## config.mk

```make
export PLATFORM = sky130hd
export DESIGN_NAME = gpio_irq_detect
export DESIGN_NICKNAME = d
export VERILOG_FILES = /design/src/rtl/gpio_irq_pkg.sv /design/src/rtl/gpio_irq_sync.sv /design/src/rtl/gpio_irq_line.sv /design/src/rtl/gpio_irq_port.sv /design/src/rtl/gpio_irq_detect.sv
export SDC_FILE = /design/constraint.sdc
export NUM_CORES = 1
export LEC_CHECK = 0
export CORE_UTILIZATION = 45
export CTS_BUF_LIST = sky130_fd_sc_hd__clkbuf_16
export DETAILED_ROUTE_END_ITERATION = 6
export GPL_TIMING_DRIVEN = 1
export PLACE_DENSITY = 0.66
export SYNTH_ARGS = -nofsm -noshare
export SYNTH_HDL_FRONTEND = slang
export SYNTH_SLANG_ARGS = --single-unit
```

## constraint.sdc

```tcl
create_clock -name clk -period 3.7 [get_ports clk]
set_clock_uncertainty 0.15 [all_clocks]
set_input_delay 0.925 -clock clk [delete_from_list [all_inputs] [get_ports clk]]
set_output_delay 0.925 -clock clk [all_outputs]
set_load 0.02 [all_outputs]
```

## src/rtl/gpio_irq_pkg.sv

```systemverilog
`timescale 1ns/1ps
package gpio_irq_pkg;
    localparam int NUM_PORTS  = 3;
    localparam int PORT_SEL_W = 2;
    localparam int FIELD_W    = 3;
    localparam int ADDR_W     = PORT_SEL_W + FIELD_W;
    localparam int PORT_SHARED0 = 0;
    localparam int PORT_SHARED1 = 1;
    localparam int PORT_SPLIT   = 2;

    typedef enum logic [FIELD_W-1:0] {
        FLD_MODE = 3'd0,
        FLD_POL  = 3'd1,
        FLD_ENA  = 3'd2,
        FLD_ACK  = 3'd3,
        FLD_STAT = 3'd4
    } field_e;

    typedef enum logic {
        LATCH_IDLE = 1'b0,
        LATCH_HELD = 1'b1
    } latch_st_e;

    function automatic logic [ADDR_W-1:0] addr_of(input int port, input field_e fld);
        return {PORT_SEL_W'(port), fld};
    endfunction
endpackage

```

## src/rtl/gpio_irq_sync.sv

```systemverilog
`timescale 1ns/1ps
module gpio_irq_sync #(
    parameter int W = 8
) (
    input  logic         clk,
    input  logic         rst_n,
    input  logic [W-1:0] raw,
    output logic [W-1:0] cur,
    output logic [W-1:0] prev
);
    logic [W-1:0] meta;

    always_ff @(posedge clk or negedge rst_n) begin
        if (!rst_n) begin
            meta <= '0;
            cur  <= '0;
            prev <= '0;
        end else begin
            meta <= raw;
            cur  <= meta;
            prev <= cur;
        end
    end
endmodule

```

## src/rtl/gpio_irq_line.sv

```systemverilog
`timescale 1ns/1ps
module gpio_irq_line
    import gpio_irq_pkg::*;
(
    input  logic clk,
    input  logic rst_n,
    input  logic cur,
    input  logic prev,
    input  logic mode_edge,
    input  logic pol_high,
    input  logic ena,
    input  logic ack,
    output logic pend
);
    latch_st_e state, state_nx;
    logic      edge_hit;

    assign edge_hit = mode_edge && ena &&
                      (pol_high ? (cur && !prev) : (!cur && prev));

    always_ff @(posedge clk or negedge rst_n) begin
        if (!rst_n) state <= LATCH_IDLE;
        else        state <= state_nx;
    end

    always_comb begin
        state_nx = state;
        unique case (state)
            LATCH_IDLE: if (edge_hit) state_nx = LATCH_HELD;
            LATCH_HELD: begin
                if (!mode_edge)          state_nx = LATCH_IDLE;
                else if (ack && !edge_hit) state_nx = LATCH_IDLE;
            end
            default: state_nx = LATCH_IDLE;
        endcase
    end

    always_comb begin
        if (!ena)           pend = 1'b0;
        else if (mode_edge) pend = (state == LATCH_HELD);
        else                pend = (cur == pol_high);
    end
endmodule

```

## src/rtl/gpio_irq_port.sv

```systemverilog
`timescale 1ns/1ps
module gpio_irq_port
    import gpio_irq_pkg::*;
#(
    parameter int LINES = 8
) (
    input  logic             clk,
    input  logic             rst_n,
    input  logic [LINES-1:0] pins,
    input  logic             wr,
    input  logic             sel,
    input  field_e           fld,
    input  logic [LINES-1:0] wdata,
    output logic [LINES-1:0] mode_q,
    output logic [LINES-1:0] pol_q,
    output logic [LINES-1:0] ena_q,
    output logic [LINES-1:0] pend
);
    logic [LINES-1:0] cur, prev, ack_vec;
    logic             hit;

    assign hit     = wr && sel;
    assign ack_vec = (hit && fld == FLD_ACK) ? wdata : '0;

    always_ff @(posedge clk or negedge rst_n) begin
        if (!rst_n) begin
            mode_q <= '0;
            pol_q  <= '0;
            ena_q  <= '0;
        end else if (hit) begin
            if (fld == FLD_MODE) mode_q <= wdata;
            if (fld == FLD_POL)  pol_q  <= wdata;
            if (fld == FLD_ENA)  ena_q  <= wdata;
        end
    end

    gpio_irq_sync #(.W(LINES)) u_sync (
        .clk  (clk),
        .rst_n(rst_n),
        .raw  (pins),
        .cur  (cur),
        .prev (prev)
    );

    for (genvar i = 0; i < LINES; i++) begin : g_line
        gpio_irq_line u_line (
            .clk      (clk),
            .rst_n    (rst_n),
            .cur      (cur[i]),
            .prev     (prev[i]),
            .mode_edge(mode_q[i]),
            .pol_high (pol_q[i]),
            .ena      (ena_q[i]),
            .ack      (ack_vec[i]),
            .pend     (pend[i])
        );
    end
endmodule

```

## src/rtl/gpio_irq_detect.sv

```systemverilog
`timescale 1ns/1ps
module gpio_irq_detect
    import gpio_irq_pkg::*;
#(
    parameter int LINES = 8
) (
    input  logic                 clk,
    input  logic                 rst_n,
    input  logic [LINES-1:0]     pin_a,
    input  logic [LINES-1:0]     pin_b,
    input  logic [LINES-1:0]     pin_f,
    input  logic                 reg_wr,
    input  logic [ADDR_W-1:0]    reg_addr,
    input  logic [LINES-1:0]     reg_wdata,
    output logic [LINES-1:0]     reg_rdata,
    output logic                 irq_ab,
    output logic [LINES-1:0]     irq_f
);
    logic [LINES-1:0]      pins   [NUM_PORTS];
    logic [LINES-1:0]      mode_q [NUM_PORTS];
    logic [LINES-1:0]      pol_q  [NUM_PORTS];
    logic [LINES-1:0]      ena_q  [NUM_PORTS];
    logic [LINES-1:0]      pend   [NUM_PORTS];
    logic [PORT_SEL_W-1:0] port_idx;
    field_e                fld;

    assign port_idx = reg_addr[ADDR_W-1:FIELD_W];
    assign fld      = field_e'(reg_addr[FIELD_W-1:0]);

    assign pins[PORT_SHARED0] = pin_a;
    assign pins[PORT_SHARED1] = pin_b;
    assign pins[PORT_SPLIT]   = pin_f;

    for (genvar p = 0; p < NUM_PORTS; p++) begin : g_port
        gpio_irq_port #(.LINES(LINES)) u_port (
            .clk   (clk),
            .rst_n (rst_n),
            .pins  (pins[p]),
            .wr    (reg_wr),
            .sel   (port_idx == PORT_SEL_W'(p)),
            .fld   (fld),
            .wdata (reg_wdata),
            .mode_q(mode_q[p]),
            .pol_q (pol_q[p]),
            .ena_q (ena_q[p]),
            .pend  (pend[p])
        );
    end

    assign irq_ab = |(pend[PORT_SHARED0] | pend[PORT_SHARED1]);
    assign irq_f  = pend[PORT_SPLIT];

    always_comb begin
        reg_rdata = '0;
        for (int p = 0; p < NUM_PORTS; p++) begin
            if (port_idx == PORT_SEL_W'(p)) begin
                case (fld)
                    FLD_MODE: reg_rdata = mode_q[p];
                    FLD_POL:  reg_rdata = pol_q[p];
                    FLD_ENA:  reg_rdata = ena_q[p];
                    FLD_STAT: reg_rdata = pend[p];
                    default:  reg_rdata = '0;
                endcase
            end
        end
    end
endmodule

```

==> impl_metrics.json <==
{
  "grt_overflow_total": 0,
  "worst_pin_slew_ns": 0.635,
  "drt-pass1-iter-count": 5,
  "pin_count": 57,
  "place_congestion": 0.870,
  "ant_nets": 0,
  "nets": 830,
  "async_reset_ff_share_pct": 100,
  "cp-end-kind": "output port",
  "seq_area_frac_synth_pct": 55.3,
  "rrSetupSlack_ns": 2.49,
  "synth_top_area_share_pct": 55.3,
  "numCtsBuffers": 17,
  "synth_cell_type_count": 52,
  "viasPerCell": 5.70,
  "required_ns": 2.62,
  "yosys_warnings": 0,
  "die_h_um": 132,
  "dp_cells": 985,
  "port_buffers": 56,
  "area_growth_pct": 22.6,
  "grt_usage_pct": 24.0,
  "antenna_found_initial": 0,
  "wl_per_cell_um": 19.2,
  "p_clk_share_pct": 36.4,
  "nFillCells": 1420,
  "drt_wl_total_um": 19700,
  "ir_worst_vdd_v": 0.000319,
  "critPathKind": "input pin to output port",
  "clock-sinks": 168,
  "r2r-start": "g_port[1].u_port.pol_q[2]$_DFFE_PN0P_",
  "grt_max_degree": 107,
  "yosys.area_share.simple_pct": 16.0,
  "synth-edff-count": 0,
  "internal_power_uw": 3400,
  "synthFlopType": "dfrtp_1",
  "r2r-end": "g_port[1].u_port.g_line[2].u_line.state$_DFF_PN0_",
  "maxCapViolations": 0,
  "clk_path_buf_depth": 2,
  "clk_latency_ns": 0.43,
  "h-tree-depth": 4,
  "holdPathEnd": "g_port[0].u_port.u_sync.cur[5]$_DFF_PN0_",
  "synthMuxAreaShare_pct": 6.71,
  "finalMaxSlewViolations": 0,
  "synth-compound-area-share_pct": 15.7,
  "cts_hold_buffers": 0,
  "synth.most_common_cell": "dfrtp_1",
  "core_um2": 16500,
  "yosys.area.top_type": "dfrtp_1",
  "drive_gt1_share_pct": 18.3,
  "avgSynthCellArea_um2": 10.8,
  "die_w_um": 132,
  "ff_latch_area_um2": 4200,
  "dp_hpwl_um": 13600,
  "cp-start-kind": "input pin",
  "hp-class": "flip-flop to flip-flop",
  "start_util_pct": 46.0,
  "syn_area_um2": 7610,
  "yosys-top-cells-count": "168 x dfrtp_1, 99 x o21ai_0, 77 x nand2_1, 32 x mux2_2, 26 x nor2_1",
  "synth_top_family_by_area": "simple AND/OR/NAND/NOR gates",
  "synthAdderAreaFrac_pct": 0,
  "final_cells": 1023,
  "vias": 5834,
  "ys_ff_latch": 168,
  "cts.clk_slew.worst_paths_ns": 0.06,
  "final.period_utilization_pct": 99.3,
  "cts-root-buf": "clkbuf_16",
  "total_leakage_power_uw": 0.00397,
  "arrival_ns": 2.60,
  "slew_headroom_pct": 57.6,
  "period_needed_ns": 3.67,
  "hp-start": "g_port[0].u_port.u_sync.meta[5]$_DFF_PN0_",
  "hold_viol_final": 0,
  "p_comb_share_pct": 15.8,
  "status": "finished clean",
  "drtIter0Drc": 453,
  "drc": 0,
  "syn_nets": 742,
  "synth_area_leaders": "dfrtp_1 55%, o21ai_0 6.5%, mux2_2 4.7%",
  "finalSetupViolCount": 0,
  "utilization_pct": 56.5,
  "swShare_pct": 28.3,
  "multi_input_area_um2": 3190,
  "dieArea_um2": 17400,
  "reg2reg_depth": 3,
  "grt_pass1_vias": 5901,
  "power_frac_seq_pct": 47.8,
  "min_path_cells": 0,
  "p_sw_uw": 1350,
  "grt_pass1_wl_um": 31700,
  "yosys.area_share.xor_xnor_pct": 2.76,
  "clock.fmax_mhz": 272,
  "netlist_instances": 702,
  "powerDensity_nw_per_um2": 509,
  "row_count": 47,
  "antenna_cells": 0,
  "critPathMaxFanout": 6,
  "cts_tree": "done"
}
cells by family (layout without fill, tap and decap cells):
| group | Yosys count | after routing |
|---|---|---|
| compound gates | 195 | 195 |
| xor+xnor | 24 | 24 |
| buf+inv | 55 | 156 |
| flops | 168 | 168 |
| mux | 47 | 47 |
| simple gates | 213 | 213 |
timing repair:
action                                  4_1_cts  5_1_grt
resized for setup                            64       11
buffers inserted                              1        2
pin swaps                                     5        5
cloned                                        3        0
endpoints found under the setup margin        8        7
through the flow:
step	setup slack (ns)	power [uW]	hold WS [ns]	setup TNS, ns	area [um2]
final	0.0268	4750	0.193	0	9330
after global routing	-0.0567	4970	0.204	-0.0567	9330
after CTS	0.0123	4780	0.196	0	9290
after detailed placement	-0.781	3020	0.185	-5.79	8600
after global placement	-0.773	2990	0.182	-5.56	8600
after floorplan	0.205	2700	0.181	0	7610
layout by cell type, fill, tap and decap left out, types with 9 or more instances in the layout:
cell type	instances
o21ai_1	13
o21ai_0	95
nor3b_1	24
a21oi_1	15
clkdlybuf4s50_1	41
o2bb2ai_1	16
mux2i_1	15
a21boi_0	9
nand3_1	9
inv_1	18
xnor2_1	10
xor2_1	14
dfrtp_1	168
nor2_1	26
clkbuf_16	17
mux2_2	32
nand2_1	77
and3_1	12
a22oi_1	9
nor4b_1	9
buf_4	40
nor4bb_1	16
flip-flops by register name, indices dropped and copies added (netlist names):
register and cells:
g_port.u_port.ena_q 24, g_port.u_port.g_line.u_line.state 24, g_port.u_port.mode_q 24, g_port.u_port.pol_q 24
g_port.u_port.u_sync.cur 24, g_port.u_port.u_sync.meta 24, g_port.u_port.u_sync.prev 24
critical path: stages:
cell and delay, ns:
buf_4 0.13, buf_8 0.13, buf_4 0.14, buf_4 0.14, nor4b_1 0.33, or4_1 0.17
a22oi_1 0.09, a211oi_1 0.32, buf_2 0.23
worst max path at each step:
stage | start | end | slack [ns] | cells after the start
3_5_place_dp | reg_addr[2] | reg_rdata[2] | -0.78 | 8
3_3_place_gp | reg_addr[2] | reg_rdata[2] | -0.77 | 8
5_1_grt | reg_addr[0] | reg_rdata[0] | -0.06 | 9
2_1_floorplan | reg_addr[0] | reg_rdata[0] | 0.21 | 7
6_report | reg_addr[0] | reg_rdata[0] | 0.03 | 9
4_1_cts | reg_addr[0] | reg_rdata[6] | 0.01 | 9
layout make-up:
cell class              instances  area share, %
well taps                     220           2.95
inverters                      19          0.778
clock inverters                15           1.64
multi-input cells             479           34.2
repair buffers                105           10.8
clock buffers                  17           4.56
flip-flops and latches        168           45.1
power by group through the flow:
stage	clock network (uW)	registers, uW	logic, uW
2_1_floorplan	0	2230	471
3_3_place_gp	0	2290	702
3_5_place_dp	0	2300	722
4_1_cts	1770	2270	741
5_1_grt	1840	2300	826
6_report	1730	2270	750
metal layers:
metal,share of wire (%),GRT usage (%),vias to the layer above
li1,-,-,2695
met1,44,32.1,2913
met2,48,37.9,191
met3,5.8,4.73,35
met4,2.6,10.5,0
met5,0,0,-
Note: power is estimated with default switching activity, not from simulation.
